File: config.mk
export PLATFORM = sky130hd
export DESIGN_NAME = audio_clk_ratio_det
export DESIGN_NICKNAME = d
export VERILOG_FILES = /design/src/rtl/acrd_pkg.sv /design/src/rtl/acrd_datapath.sv /design/src/rtl/acrd_ctrl.sv /design/src/rtl/audio_clk_ratio_det.sv
export SDC_FILE = /design/constraint.sdc
export NUM_CORES = 1
export LEC_CHECK = 0
export BUFFER_PORTS_ARGS = -buffer_cell sky130_fd_sc_hd__buf_2
export CORE_UTILIZATION = 64
export CTS_CLUSTER_DIAMETER = 200
export CTS_CLUSTER_SIZE = 8
export DETAILED_ROUTE_END_ITERATION = 16
export PLACE_DENSITY = 0.84
export REMOVE_ABC_BUFFERS = 1
export SLEW_MARGIN = 20
export SYNTH_ARGS = -nofsm -noshare
export SYNTH_HDL_FRONTEND = slang
export SYNTH_SLANG_ARGS = --single-unit
File: constraint.sdc
create_clock -name clk -period 3.9 [get_ports clk]
set_input_delay 0.39 -clock clk [delete_from_list [all_inputs] [get_ports clk]]
set_output_delay 0.39 -clock clk [all_outputs]
set_load 0.01 [all_outputs]
File: src/rtl/acrd_pkg.sv
package acrd_pkg;

  typedef enum logic [1:0] {
    RATIO_256 = 2'd0,
    RATIO_384 = 2'd1,
    RATIO_512 = 2'd2,
    RATIO_768 = 2'd3
  } ratio_e;

  typedef struct packed {
    logic   periodStart;
    logic   runStrobes;
    logic   masterGen;
    ratio_e ratio;
  } ctrl_t;

  // master-clock cycles between consecutive 128x strobes
  function automatic int unsigned stepOf(ratio_e r);
    case (r)
      RATIO_256: return 2;
      RATIO_384: return 3;
      RATIO_512: return 4;
      default:   return 6;
    endcase
  endfunction

endpackage

File: src/rtl/acrd_datapath.sv
module acrd_datapath
  import acrd_pkg::*;
#(
  parameter int STROBES = 128,
  parameter int CNT_W   = 10,
  parameter int CNT_MAX = 771
) (
  input  logic             clk,
  input  logic             rstN,
  input  ctrl_t            ctrl,
  output logic [CNT_W-1:0] periodCnt,
  output logic             frameOut,
  output logic             en128,
  output logic             en64
);

  localparam int DIV_W = 3;

  logic [CNT_W-1:0] cnt;
  logic [DIV_W-1:0] divCnt;
  logic [DIV_W-1:0] divLast;
  logic [CNT_W-1:0] halfCycles;
  logic             halfQ;
  logic             tick;

  // period counter: 1 on the first cycle of a frame, saturates at CNT_MAX
  always_ff @(posedge clk) begin
    if (!rstN) begin
      cnt <= '0;
    end else if (ctrl.periodStart) begin
      cnt <= CNT_W'(1);
    end else if (cnt != CNT_W'(CNT_MAX)) begin
      cnt <= cnt + 1'b1;
    end
  end

  assign periodCnt  = cnt;
  assign divLast    = DIV_W'(stepOf(ctrl.ratio) - 1);
  assign halfCycles = CNT_W'(stepOf(ctrl.ratio) * STROBES / 2);

  // strobe divider, realigned at every frame start
  always_ff @(posedge clk) begin
    if (!rstN) begin
      divCnt <= '0;
      halfQ  <= 1'b0;
    end else if (ctrl.periodStart || !ctrl.runStrobes) begin
      divCnt <= '0;
      halfQ  <= 1'b0;
    end else if (divCnt >= divLast) begin
      divCnt <= '0;
      halfQ  <= ~halfQ;
    end else begin
      divCnt <= divCnt + 1'b1;
    end
  end

  assign tick     = ctrl.runStrobes && (divCnt >= divLast);
  assign en128    = tick;
  assign en64     = tick && halfQ;
  assign frameOut = ctrl.masterGen && (cnt != '0) && (cnt <= halfCycles);

  AST_EN128_SPACING: assert property (@(posedge clk) disable iff (!rstN)
    en128 |=> !en128);
  AST_EN64_SPACING: assert property (@(posedge clk) disable iff (!rstN)
    en64 |=> !en64);

endmodule

File: src/rtl/acrd_ctrl.sv
module acrd_ctrl
  import acrd_pkg::*;
#(
  parameter int STROBES = 128,
  parameter int TOL     = 2,
  parameter int CNT_W   = 10,
  parameter int CNT_MAX = 771
) (
  input  logic             clk,
  input  logic             rstN,
  input  logic             masterMode,
  input  logic [1:0]       modeSel,
  input  logic             frameIn,
  input  logic [CNT_W-1:0] periodCnt,
  output ctrl_t            ctrl,
  output logic [1:0]       ratioCode,
  output logic             locked
);

  localparam int NUM_RATIOS = 4;

  logic [2:0]            syncQ;
  logic                  rise;
  logic [NUM_RATIOS-1:0] hit;
  logic                  valid;
  ratio_e                code;
  ratio_e                selRatio;
  ratio_e                ratioR;
  ratio_e                prevCode;
  logic                  prevValid;
  logic                  seenEdge;
  logic                  lockedR;
  logic                  modeQ;
  logic                  modeChange;
  logic                  timeout;
  logic [CNT_W-1:0]      tgtCycles;

  always_ff @(posedge clk) begin
    if (!rstN) syncQ <= '0;
    else       syncQ <= {syncQ[1:0], frameIn};
  end
  assign rise = syncQ[1] & ~syncQ[2];

  // one window comparator per supported ratio
  for (genvar g = 0; g < NUM_RATIOS; g++) begin : gWin
    localparam int MULT = (g == 3) ? 6 : g + 2;
    localparam int TGT  = MULT * STROBES;
    assign hit[g] = (int'(periodCnt) >= TGT - TOL) && (int'(periodCnt) <= TGT + TOL);
  end

  always_comb begin
    code = RATIO_256;
    for (int i = NUM_RATIOS - 1; i >= 0; i--) begin
      if (hit[i]) code = ratio_e'(i[1:0]);
    end
  end

  assign valid      = |hit;
  assign selRatio   = (modeSel == 2'b11) ? RATIO_256 : ratio_e'(modeSel);
  assign modeChange = masterMode != modeQ;
  assign timeout    = periodCnt == CNT_W'(CNT_MAX);
  assign tgtCycles  = CNT_W'(stepOf(ratioR) * STROBES);

  always_ff @(posedge clk) begin
    if (!rstN) begin
      modeQ     <= 1'b0;
      seenEdge  <= 1'b0;
      prevValid <= 1'b0;
      prevCode  <= RATIO_256;
      lockedR   <= 1'b0;
      ratioR    <= RATIO_256;
    end else begin
      modeQ <= masterMode;
      if (modeChange) begin
        lockedR   <= 1'b0;
        seenEdge  <= 1'b0;
        prevValid <= 1'b0;
        if (masterMode) ratioR <= selRatio;
      end else if (modeQ) begin
        lockedR <= 1'b1;
        ratioR  <= selRatio;
      end else if (rise) begin
        seenEdge  <= 1'b1;
        prevValid <= seenEdge && valid;
        prevCode  <= code;
        if (seenEdge && valid && prevValid && (code == prevCode)) begin
          lockedR <= 1'b1;
          ratioR  <= code;
        end else begin
          lockedR <= 1'b0;
        end
      end else if (timeout) begin
        lockedR   <= 1'b0;
        prevValid <= 1'b0;
      end
    end
  end

  always_comb begin
    ctrl.periodStart = modeChange || (modeQ ? (periodCnt >= tgtCycles) : rise);
    ctrl.runStrobes  = lockedR;
    ctrl.masterGen   = modeQ;
    ctrl.ratio       = ratioR;
  end

  assign ratioCode = ratioR;
  assign locked    = lockedR;

  AST_MASTER_NO_768: assert property (@(posedge clk) disable iff (!rstN)
    modeQ |-> (ratioR != RATIO_768));
  AST_LOCK_DROP_BAD: assert property (@(posedge clk) disable iff (!rstN)
    (!modeQ && !modeChange && rise && seenEdge && !valid) |=> !lockedR);
  AST_LOCK_ON_EDGE: assert property (@(posedge clk) disable iff (!rstN)
    ($rose(lockedR) && !modeQ) |-> $past(rise));

endmodule

File: src/rtl/audio_clk_ratio_det.sv
module audio_clk_ratio_det
  import acrd_pkg::*;
#(
  parameter int STROBES = 128,
  parameter int TOL     = 2
) (
  input  logic       clk,
  input  logic       rstN,
  input  logic       masterMode,
  input  logic [1:0] modeSel,
  input  logic       frameIn,
  output logic       frameOut,
  output logic [1:0] ratioCode,
  output logic       locked,
  output logic       en128,
  output logic       en64
);

  localparam int CNT_MAX = 6 * STROBES + TOL + 1;
  localparam int CNT_W   = $clog2(CNT_MAX + 1);

  ctrl_t            ctrl;
  logic [CNT_W-1:0] periodCnt;

  acrd_ctrl #(
    .STROBES(STROBES), .TOL(TOL), .CNT_W(CNT_W), .CNT_MAX(CNT_MAX)
  ) u_ctrl (
    .clk(clk), .rstN(rstN), .masterMode(masterMode), .modeSel(modeSel),
    .frameIn(frameIn), .periodCnt(periodCnt), .ctrl(ctrl),
    .ratioCode(ratioCode), .locked(locked)
  );

  acrd_datapath #(
    .STROBES(STROBES), .CNT_W(CNT_W), .CNT_MAX(CNT_MAX)
  ) u_dp (
    .clk(clk), .rstN(rstN), .ctrl(ctrl), .periodCnt(periodCnt),
    .frameOut(frameOut), .en128(en128), .en64(en64)
  );

  AST_STROBES_NEED_LOCK: assert property (@(posedge clk) disable iff (!rstN)
    (en128 || en64) |-> locked);
  AST_SLAVE_FRAME_QUIET: assert property (@(posedge clk) disable iff (!rstN)
    (!masterMode && $past(!masterMode)) |-> !frameOut);

endmodule

==> Word level (Yosys, flattened, before mapping) <==
Cells that the tools add are included.
{ "classes": {"addsub": 3, "n_lt_le_gt_ge": 11, "n_eq_ne": 8, "muxes": 19, "bitwise_logic": 6, "n_reduce_logical": 30} }
{ "ops": {"columns": ["operator", "count"], "rows": [
  ["10-bit by 9-bit >= comparator with 1-bit output, second input constant", 2],
  ["10-bit less-or-equal comparator, second input constant", 2],
  ["10-bit by 9-bit less-or-equal comparator with 1-bit output, second input constant", 2],
  ["2-bit 2-to-1 mux", 10],
  ["1-bit logical AND", 11],
  ["10-bit by 1-bit adder with 10-bit output, second input constant", 1],
  ["10-bit equality test, second input constant", 1],
  ["10-bit >= comparator", 1],
  ["10-bit >= comparator, second input constant", 1],
  ["10-bit by 8-bit >= comparator with 1-bit output, second input constant", 1],
  ["10-bit by 9-bit less-or-equal comparator with 1-bit output", 1],
  ["10-bit != test, second input constant", 1],
  ["10-bit nonzero test", 1],
  ["3-bit case mux with 3 select lines", 1],
  ["3-bit nonzero test", 3],
  ["1-bit 2-to-1 mux", 8],
  ["3-bit AND reduction", 2],
  ["2-bit OR reduction", 3],
  ["1-bit NOT", 5],
  ["2-bit equality test, second input constant", 2],
  ["2-bit AND reduction", 2],
  ["2-bit nonzero test", 2],
  ["4-bit OR reduction", 1],
  ["3-bit by 1-bit adder with 3-bit output, second input constant", 1],
  ["11 further kinds", 12]
]} }
{ "word_totals": {"register_bits": 25, "input_bits": 6, "wordCells": 88} }

==> Longest topological paths before layout <==
Gate-level depths: netlist of run 1.
{ "logic_depth": {"word_depth": 12, "depth_mapped": 10} }

==> By module <==
A second synthesis of run 1 with hierarchy kept.
{ "unflattened": {"hier_cells": 207, "area_unflattened_um2": 1691.6} }
{ "modules_own_cells": {"columns": ["mod", "n_inst", "cells_per_inst", "area_per_inst_um2"], "rows": [
  ["acrd_datapath", 1, 100, 853.3],
  ["acrd_ctrl", 1, 107, 838.3]
]} }

==> Worst setup path before layout of run 1 <==
Ideal clock, no wire load.
{ "synth_timing": {"path_kind": "register to output", "from": "register u_ctrl.ratioR[1], in the netlist u_ctrl.ratioCode[1]", "to": "output port en64", "arrival_time_ns": 1.911, "t_required_ns": 3.510, "slack_ns": 1.599, "stages_incl_launch_ff": 10, "path_cell_list": "dfxtp_1 > inv_1 > ha_1 > inv_1 > ha_1 > nand2b_1 > a21o_1 > a21oi_1 > nor2b_1 > and2_1"} }
{ "synth_between": {"elab_chain_cells": 6, "word_cells_on_any_way": 8, "cone_classes": "add/sub: 1; order compare: 1; eq/ne: 2; mux: 1; reduce/logical: 3"} }
{ "synth_lines": {"columns": ["element", "line_no", "rtl"], "rows": [
  ["start, declared", "acrd_ctrl.sv:28", "ratio_e ratioR;"],
  ["start signal, assigned", "acrd_ctrl.sv:78", "if (masterMode) ratioR <= selRatio;"],
  ["start signal, assigned", "acrd_ctrl.sv:81", "ratioR <= selRatio;"],
  ["start signal, assigned", "acrd_ctrl.sv:88", "ratioR <= code;"],
  ["2-bit equality test, or another cell as far along", "acrd_pkg.sv:19", "case (r)"],
  ["3-bit case mux with 3 select lines *", "acrd_pkg.sv:19", null],
  ["3-bit by 1-bit subtractor with 3-bit output *", "acrd_datapath.sv:38", "assign divLast = DIV_W'(stepOf(ctrl.ratio) - 1);"],
  ["3-bit >= comparator *", "acrd_datapath.sv:57", "assign tick = ctrl.runStrobes && (divCnt >= divLast);"],
  ["1-bit logical AND *", "acrd_datapath.sv:57", null],
  ["net en128", "audio_clk_ratio_det.sv:15", "output logic en128,"],
  ["1-bit logical AND *", "acrd_datapath.sv:59", "assign en64 = tick && halfQ;"],
  ["end, declared", "audio_clk_ratio_det.sv:16", "output logic en64"]
]} }
Mark *: on every way through the listed nets, which the timed path passes. The rest lies on a longest branch.

==> Final worst setup path of run 1 <==
{ "layout_timing": {"from": "register u_ctrl.ratioR[1], in the netlist u_ctrl.ratioCode[1]", "to": "output port en64"} }
{ "layout_between": {"elab_chain_cells": 6, "word_cells_on_any_way": 8, "cone_classes": "add/sub: 1; order compare: 1; eq/ne: 2; mux: 1; reduce/logical: 3"} }
{ "layout_lines": {"columns": ["element", "line_no"], "rows": [
  ["2-bit equality test, or another cell as far along", "acrd_pkg.sv:19"],
  ["3-bit case mux with 3 select lines *", "acrd_pkg.sv:19"],
  ["3-bit by 1-bit subtractor with 3-bit output *", "acrd_datapath.sv:38"],
  ["3-bit >= comparator *", "acrd_datapath.sv:57"],
  ["1-bit logical AND *", "acrd_datapath.sv:57"],
  ["1-bit logical AND *", "acrd_datapath.sv:59"]
]} }
Mark *: on every way between the ends. The rest lies on a longest branch, timed or not.

==> results of run 1 <==
-- final timing paths --
kind	startpoint	to	slack (ns)
hold reg to reg	u_ctrl.syncQ[0]$_SDFF_PN0_	u_ctrl.syncQ[1]$_SDFF_PN0_	0.47
hold / removal	frameIn	u_ctrl.syncQ[0]$_SDFF_PN0_	0.27
setup / recovery	u_ctrl.ratioCode[1]$_SDFFE_PN0P_	en64	1.04
setup reg to reg	u_ctrl.modeQ$_SDFF_PN0_	u_ctrl.ratioCode[0]$_SDFFE_PN0P_	1.45
-- per-layer routing --
metal  part of all wire (%)  global-route usage, %  vias up
met4                    2.5                   17.5        0
met5                      0                      0        -
met3                    5.2                   5.56       16
li1                       -                      -      764
met2                     49                   51.2       73
met1                     43                   34.9      730
-- worst max-delay path: cells and delay by family (launching register included) --
| kind | cells | cell delay, ns |
|---|---|---|
| flops | 1 | 0.48 |
| buf+inv | 3 | 0.27 |
| fa+ha+maj | 2 | 0.44 |
| compound gates | 2 | 0.52 |
| simple gates | 3 | 0.43 |
-- cells in the final DEF, fill, tap and decap left out, drive strengths merged, types with 5 or more instances in the layout --
cell type	instances
o22ai	5
xor2	5
buf	11
nand2	9
nor2b	7
ha	19
xnor2	5
dfxtp	25
nor2	29
nor3	9
nand3	9
a21oi	10
inv	13
-- power by group through the flow --
stage / Clock [uW] / Sequential [uW] / Combinational (uW)
global route: 133 / 273 / 78.4
CTS: 126 / 272 / 69.1
global placement: 0 / 277 / 64.5
floorplan: 0 / 276 / 49.2
detailed placement: 0 / 277 / 68.6
finish: 122 / 272 / 69.9
-- state kept, by name (all words and copies together), names as in the netlist --
signal            cells
u_dp.periodCnt       10
u_ctrl.syncQ          3
u_dp.divCnt           3
u_ctrl.prevCode       2
u_ctrl.ratioCode      2
u_ctrl.locked         1
u_ctrl.modeQ          1
u_ctrl.prevValid      1
u_ctrl.seenEdge       1
u_dp.halfQ            1
-- stage by stage --
step | cell area [um2] | power (uW) | worst slack (ns) | cells | util [%]
final | 1830 | 464 | 1.04 | 247 | 71.9
after global routing | 1830 | 485 | 0.901 | 247 | 71.9
after CTS | 1830 | 467 | 1.04 | 247 | 71.9
after detailed placement | 1800 | 346 | 1.42 | 243 | 70.8
after global placement | 1800 | 341 | 1.55 | 243 | 70.8
after floorplan | 1710 | 325 | 1.60 | 202 | -
-- cells by family after synthesis --
logic type | Yosys count
flops | 25
mux | 4
compound gates | 47
xor+xnor | 10
fa+ha+maj | 19
simple gates | 83
buf+inv | 20
-- Yosys cell counts, types with 5 or more instances --
cell and number:
nor2b_1 7, nand3_1 9, xnor2_1 5, inv_1 13, a21oi_1 10, dfxtp_1 25
nor3_1 8, nor2_1 29, nand2_1 9, ha_1 19, o22ai_1 5, xor2_1 5
-- cell type report --
cell class,count,area (um2)
clock buffer,4,26.3
sequential,25,500
multi-input combinational,163,1160
tap,30,37.5
timing repair buffer,11,55.1
inverter,14,52.6
fill,195,716
==> impl_metrics.toml, run 1 <==
[detailed_routing]
route.antenna.remaining_nets = 0
routed_wirelength_mm = 3.94
wl_per_cell_um = 15.9
vias_per_cell = 6.41
drt_drc_violations_left = 0
detail_route.iter0.violations = 67
drt_pre_antenna_iters = 5
total_via_count_in_the_routed_design = 1583

[hold_path]
holdCritPathClass = "input pin to register"
holdPathStages = 2

[clock_tree]
cts.root.buffer_cell = "clkbuf_4"
postCtsHoldBufs = 0
clock_latency_ns = 0.33
max_clock_buf_depth = 2
clk_pin_slew_worst_paths_ns = 0.14
h-tree-depth = 1
post_cts.resized_instances = 0
cts-buffers-inserted = 3
postCtsSetupRepairBufs = 0
cts_tree = "built"
clock_sinks = 25

[power_and_ir_drop]
internal_power_uw = 331
netSwitchingPower_uw = 134
share_clk_of_total_power_pct = 26.3
comb_pwr_share_pct = 15.1
power.density_cell_area_mw_per_mm2 = 254
seq_power_share_pct = 58.6
vdd_drop_max_v = 0.000254
power.leakage_uw = 0.000708
switching_share_pct = 28.8

[global_route]
grt_pass1_vias = 1450
grtUsageTotal_pct = 30.1
global_route.overflow_total = 0
grt_antenna_before_repair = 0
maximum_number_of_pins_on_one_net_before_global_route_repair = 15
grt_pass1_wl_mm = 6.36

[logic_synthesis]
synth_compound_gate_area_share_pct = 20.9
synthFlopType = "dfxtp_1"
post_synthesis_adder_cell_area_fraction_pct = 13.5
synthArstFlopShare_pct = 0
synth.yosys.seq_area_share_pct = 28.4
netlist.top_cell.by_area = "dfxtp_1"
synth_xor_xnor_area_share_pct = 4.96
ys_ff_latch = 25
synthSimpleGateAreaFrac_pct = 23.9
synth.cell_area_mm2 = 0.00176
post_synthesis_cells = 208
yosysWarnings = 0
synth_area_per_cell_um2 = 8.48
synth_top_cells_by_area = "dfxtp_1 28%, ha_1 13%, nor2_1 6.2%"
synth_top_family_by_area = "simple AND/OR/NAND/NOR gates"
netlist.area_leader.share_pct = 28.4
post_synth_mux_area_share_pct = 2.41
synth_edf_count = 0
synth_cell_types = 52

[critical_path]
worstSetupStartpointType = "register"
worst_r2r_path_depth = 8
endpoint_kind = "primary output"
arrival_ns = 2.47
critical_path.cell_chain = "inv_1 > ha_1 > inv_1 > ha_1 > nand2b_1 > a21o_1 > a21oi_1 > nor2b_1 > and2_1 > buf_2"
critPathMaxFanout = 7
worst-setup-path-type = "register to primary output"
timing.critical_path.slowest_cell_delay_ns = 0.48
critical-path-slowest-cell = "dfxtp_1"
crit_required_ns = 3.51

[timing]
clock.fmax_mhz = 349
worst_hold_slack_ns = 0.273
setup-tns-final_ns = 0
timing.clock.skew_ns = 0.00573
grt_setup_unrepaired = "no"
finalHoldViolations = 0
worst_slew_pin_slew_ns = 0.572
min_period_ns = 2.86
slew_headroom_pct = 61.9
fin_crit_sh_pct = 73.4
number_of_slew_limit_violations_in_the_final_report = 0
setup-violations-final = 0

[die]
initial_utilization_pct = 69.3
dieHeight_um = 54.5
placement_rows = 18
ios = 12
core-area_mm2 = 0.00254
floorplan.die.width_um = 54.5
die_area_mm2 = 0.00297

[placed_design]
buffer_ports.inserted = 11
gpl.final_weighted_congestion = 0.938
dp.final_hpwl_mm = 3.05

[finish]
layout-drive-gt1-share_pct = 12.0
area_added_between_synthesis_and_finish_pct = 3.69
layout.nets = 243
diodes = 0

[run]
maxCapViolations = 0

[run_status]
outcome = "complete, no violations"
Power figures use the tool's default switching activity.
==> run 2, diff against run 1 <==
--- a/config.mk
+++ b/config.mk
@@ -5,12 +5,13 @@
 export SDC_FILE = /design/constraint.sdc
 export NUM_CORES = 1
 export LEC_CHECK = 0
+export ABC_AREA = 1
 export BUFFER_PORTS_ARGS = -buffer_cell sky130_fd_sc_hd__buf_2
-export CORE_UTILIZATION = 64
+export CORE_UTILIZATION = 54
 export CTS_CLUSTER_DIAMETER = 200
 export CTS_CLUSTER_SIZE = 8
 export DETAILED_ROUTE_END_ITERATION = 16
-export PLACE_DENSITY = 0.84
+export PLACE_DENSITY = 0.75
 export REMOVE_ABC_BUFFERS = 1
 export SLEW_MARGIN = 20
 export SYNTH_ARGS = -nofsm -noshare
==> constraint.sdc (replaced) <==
create_clock -name clk -period 2.3 [get_ports clk]
set_input_delay 0.23 -clock clk [delete_from_list [all_inputs] [get_ports clk]]
set_output_delay 0.23 -clock clk [all_outputs]
set_load 0.01 [all_outputs]
==> run 2 against run 1 <==
Count of clock-buffer cells in the layout shrank 1; wire length shrank 3.6%; clock skew shrank 0.00094 ns; synthesized cell count grew 28%; design area grew 6.2%; critical path depth shrank 3; critical endpoint unchanged; largest power group unchanged.
==> impl_metrics.toml, run 2 <==
[global_route]
grt_util_met1_pct = 33.2
global_route.overflow_total = 0
grt_antenna_before_repair = 0
maximum_number_of_pins_on_one_net_before_global_route_repair = 15
met2_grt_util_pct = 36.2
grt_pass1_wl_mm = 6.24
grt_pass1_vias = 1437
globalRoute.busiestLayer = "met2"
grtUsageTotal_pct = 23.6
grt_use_met3_pct = 3.52

[detailed_routing]
wl_per_cell_um = 11.5
drt_drc_violations_left = 0
route.antenna.remaining_nets = 0
routed_wirelength_mm = 3.79
vias_per_cell = 5.11
total_via_count_in_the_routed_design = 1686
detail_route.iter0.violations = 82
drt_pre_antenna_iters = 5

[clock_tree]
postCtsHoldBufs = 0
h-tree-depth = 1
cts.root.buffer_cell = "clkbuf_4"
cts-buffers-inserted = 3
max_clock_buf_depth = 2
clock_sinks = 25
clock_latency_ns = 0.33
cts_tree = "built"
clk_pin_slew_worst_paths_ns = 0.13

[logic_synthesis]
synth.yosys.seq_area_share_pct = 28.6
cell_with_the_most_instances_after_synthesis = "nand2_1"
synth_top_cells_by_area = "dfxtp_1 29%, ha_1 14%, nand2_1 12%"
synth_cell_types = 29
post_synthesis_cells = 267
synthArstFlopShare_pct = 0
ys_ff_latch = 25
synth.cell_area_mm2 = 0.00175
synth_area_per_cell_um2 = 6.56
synth_commonest_cells = "57 x nand2_1, 44 x inv_1, 38 x nor2_1"
netlist.top_cell.by_area = "dfxtp_1"
netlist.area_leader.share_pct = 28.6
synth_edf_count = 0
synthFlopType = "dfxtp_1"
yosysWarnings = 0

[power_and_ir_drop]
p_total_uw = 831
vdd_drop_max_v = 0.000356
power.leakage_uw = 0.000943
power.density_cell_area_mw_per_mm2 = 428

[die]
initial_utilization_pct = 57.4
placement_rows = 20
core-area_mm2 = 0.00305
ios = 12
die_area_mm2 = 0.00348
dieHeight_um = 59.0
floorplan.die.width_um = 59.0

[critical_path]
crit_required_ns = 2.07
ff2ff_setup_slack_ns = 0.19
critPathMaxFanout = 6
worstSetupStartpointType = "register"
cell_mode_on_critical_path = "nand2_1"
worst-setup-path-type = "register to primary output"
worstReg2RegStart = "u_ctrl.ratioCode[0]$_SDFFE_PN0P_"
timing.critical_path.slowest_cell_delay_ns = 0.41
arrival_ns = 1.98
worst_r2r_endpoint = "u_dp.divCnt[2]$_SDFF_PP0_"
critical_path.cell_chain = "ha_2 > ha_1 > nand2_1 > o211ai_1 > nand2_1 > nor2_1 > buf_2"
endpoint_kind = "primary output"
critical-path-slowest-cell = "dfxtp_2"
worst_r2r_path_depth = 13

[hold_path]
holdCritPathClass = "input pin to register"
hold_path_end = "u_ctrl.modeQ$_SDFF_PN0_"
timing.hold.worst.start = "masterMode"
holdPathStages = 3

[timing]
setup-tns-final_ns = 0
timing.clock.skew_ns = 0.00479
worst_slew_pin_slew_ns = 0.525
finalHoldViolations = 0
setup-violations-final = 0
clock.fmax_mhz = 452
slew_headroom_pct = 64.7
min_period_ns = 2.21
number_of_slew_limit_violations_in_the_final_report = 0
fin_crit_sh_pct = 96.1

[placed_design]
buffer_ports.inserted = 11
gpl.final_weighted_congestion = 0.942
dp.final_hpwl_mm = 3.03

[run]
maxCapViolations = 0

[finish]
mostFrequentLayoutCell = "nand2_1"
mostFrequentLayoutCells = "57 x nand2_1, 44 x inv_1, 36 x nor2_1"
num-fill-cells = 296
layout-drive-gt1-share_pct = 14.0
layout.core_utilization_pct = 63.6
layout.nets = 312
largest_register_ffs = 10
diodes = 0
area_added_between_synthesis_and_finish_pct = 10.9

[run_status]
outcome = "complete, no violations"
## run 2: cell count changes after synthesis, moves of 5 or more
cell and delta:
a21oi_1 +6, inv_1 +31, nand2_1 +48, nand3_1 +9
nor2_1 +9, nor2b_1 -7, o21ai_0 +12, o22ai_1 -5
## run 2: kinds of logic after synthesis
| family | after synthesis | synth area share [%] |
|---|---|---|
| AO/OA/AOI/OAI | 35 | 11.1 |
| XOR/XNOR | 6 | 3.00 |
| adder cells (fa/ha/maj) | 19 | 13.6 |
| buffers and inverters | 49 | 10.6 |
| flip-flops | 25 | 28.6 |
| AND/OR/NAND/NOR | 133 | 33.1 |
## run 2: metrics by stage
step / instance area (um2) / hold slack, ns / instances / setup slack (ns)
floorplan: 1740 / 0.323 / 265 / 0.201
global placement: 1890 / 0.393 / 325 / 0.229
detailed placement: 1890 / 0.426 / 325 / 0.138
CTS: 1920 / 0.0789 / 329 / 0.0184
global route: 1940 / 0.0785 / 330 / -0.00916
finish: 1940 / 0.0834 / 330 / 0.0894
## run 2: worst max-delay path: cells and delay by family, from the launching register on
family | cells | cell delay, ns
AO/OA/AOI/OAI | 1 | 0.28
adder cells (fa/ha/maj) | 2 | 0.58
buffers and inverters | 1 | 0.13
flip-flops | 1 | 0.41
AND/OR/NAND/NOR | 3 | 0.25
## run 2: area by class of cell
| class | instances | area [um2] | area share [%] |
|---|---|---|---|
| clock buffers | 3 | 22.5 | 1.16 |
| well taps | 44 | 55.1 | 2.84 |
| repair buffers | 17 | 100 | 5.15 |
| clock inverters | 1 | 5.00 | 0.258 |
| inverters | 47 | 176 | 9.09 |
| flip-flops and latches | 25 | 503 | 25.9 |
| multi-input cells | 193 | 1080 | 55.6 |
## run 2: where the power goes
part	internal, uW	switching, uW
clock	65.4	136
sequential	447	14.7
combinational	70.0	97.6
## run 2: per-layer routing
layer	routed length, um	share of wire [%]	vias to the layer above
met5	0	0	-
met4	78	2.1	0
met3	214	5.6	9
met2	1690	44	51
met1	1810	48	739
li1	-	-	887
## run 2: worst max-delay path by stage
stage                                                end  cells after the start                             start  slack, ns
after detailed placement       u_dp.divCnt[2]$_SDFF_PP0_                     13  u_ctrl.ratioCode[1]$_SDFFE_PN0P_       0.14
after CTS                                           en64                      7  u_ctrl.ratioCode[1]$_SDFFE_PN0P_       0.02
after floorplan                u_dp.divCnt[0]$_SDFF_PP0_                     14  u_ctrl.ratioCode[0]$_SDFFE_PN0P_       0.20
final                                               en64                      7  u_ctrl.ratioCode[1]$_SDFFE_PN0P_       0.09
after global placement    u_dp.periodCnt[2]$_SDFFE_PP0N_                     13  u_ctrl.ratioCode[0]$_SDFFE_PN0P_       0.23
after global routing                            frameOut                      8  u_ctrl.ratioCode[0]$_SDFFE_PN0P_     -0.009
## run 2: what timing repair did
action	4_1_cts	5_1_grt
gates resized for setup	0	6
buffers inserted	0	1
setup endpoints to repair	0	15
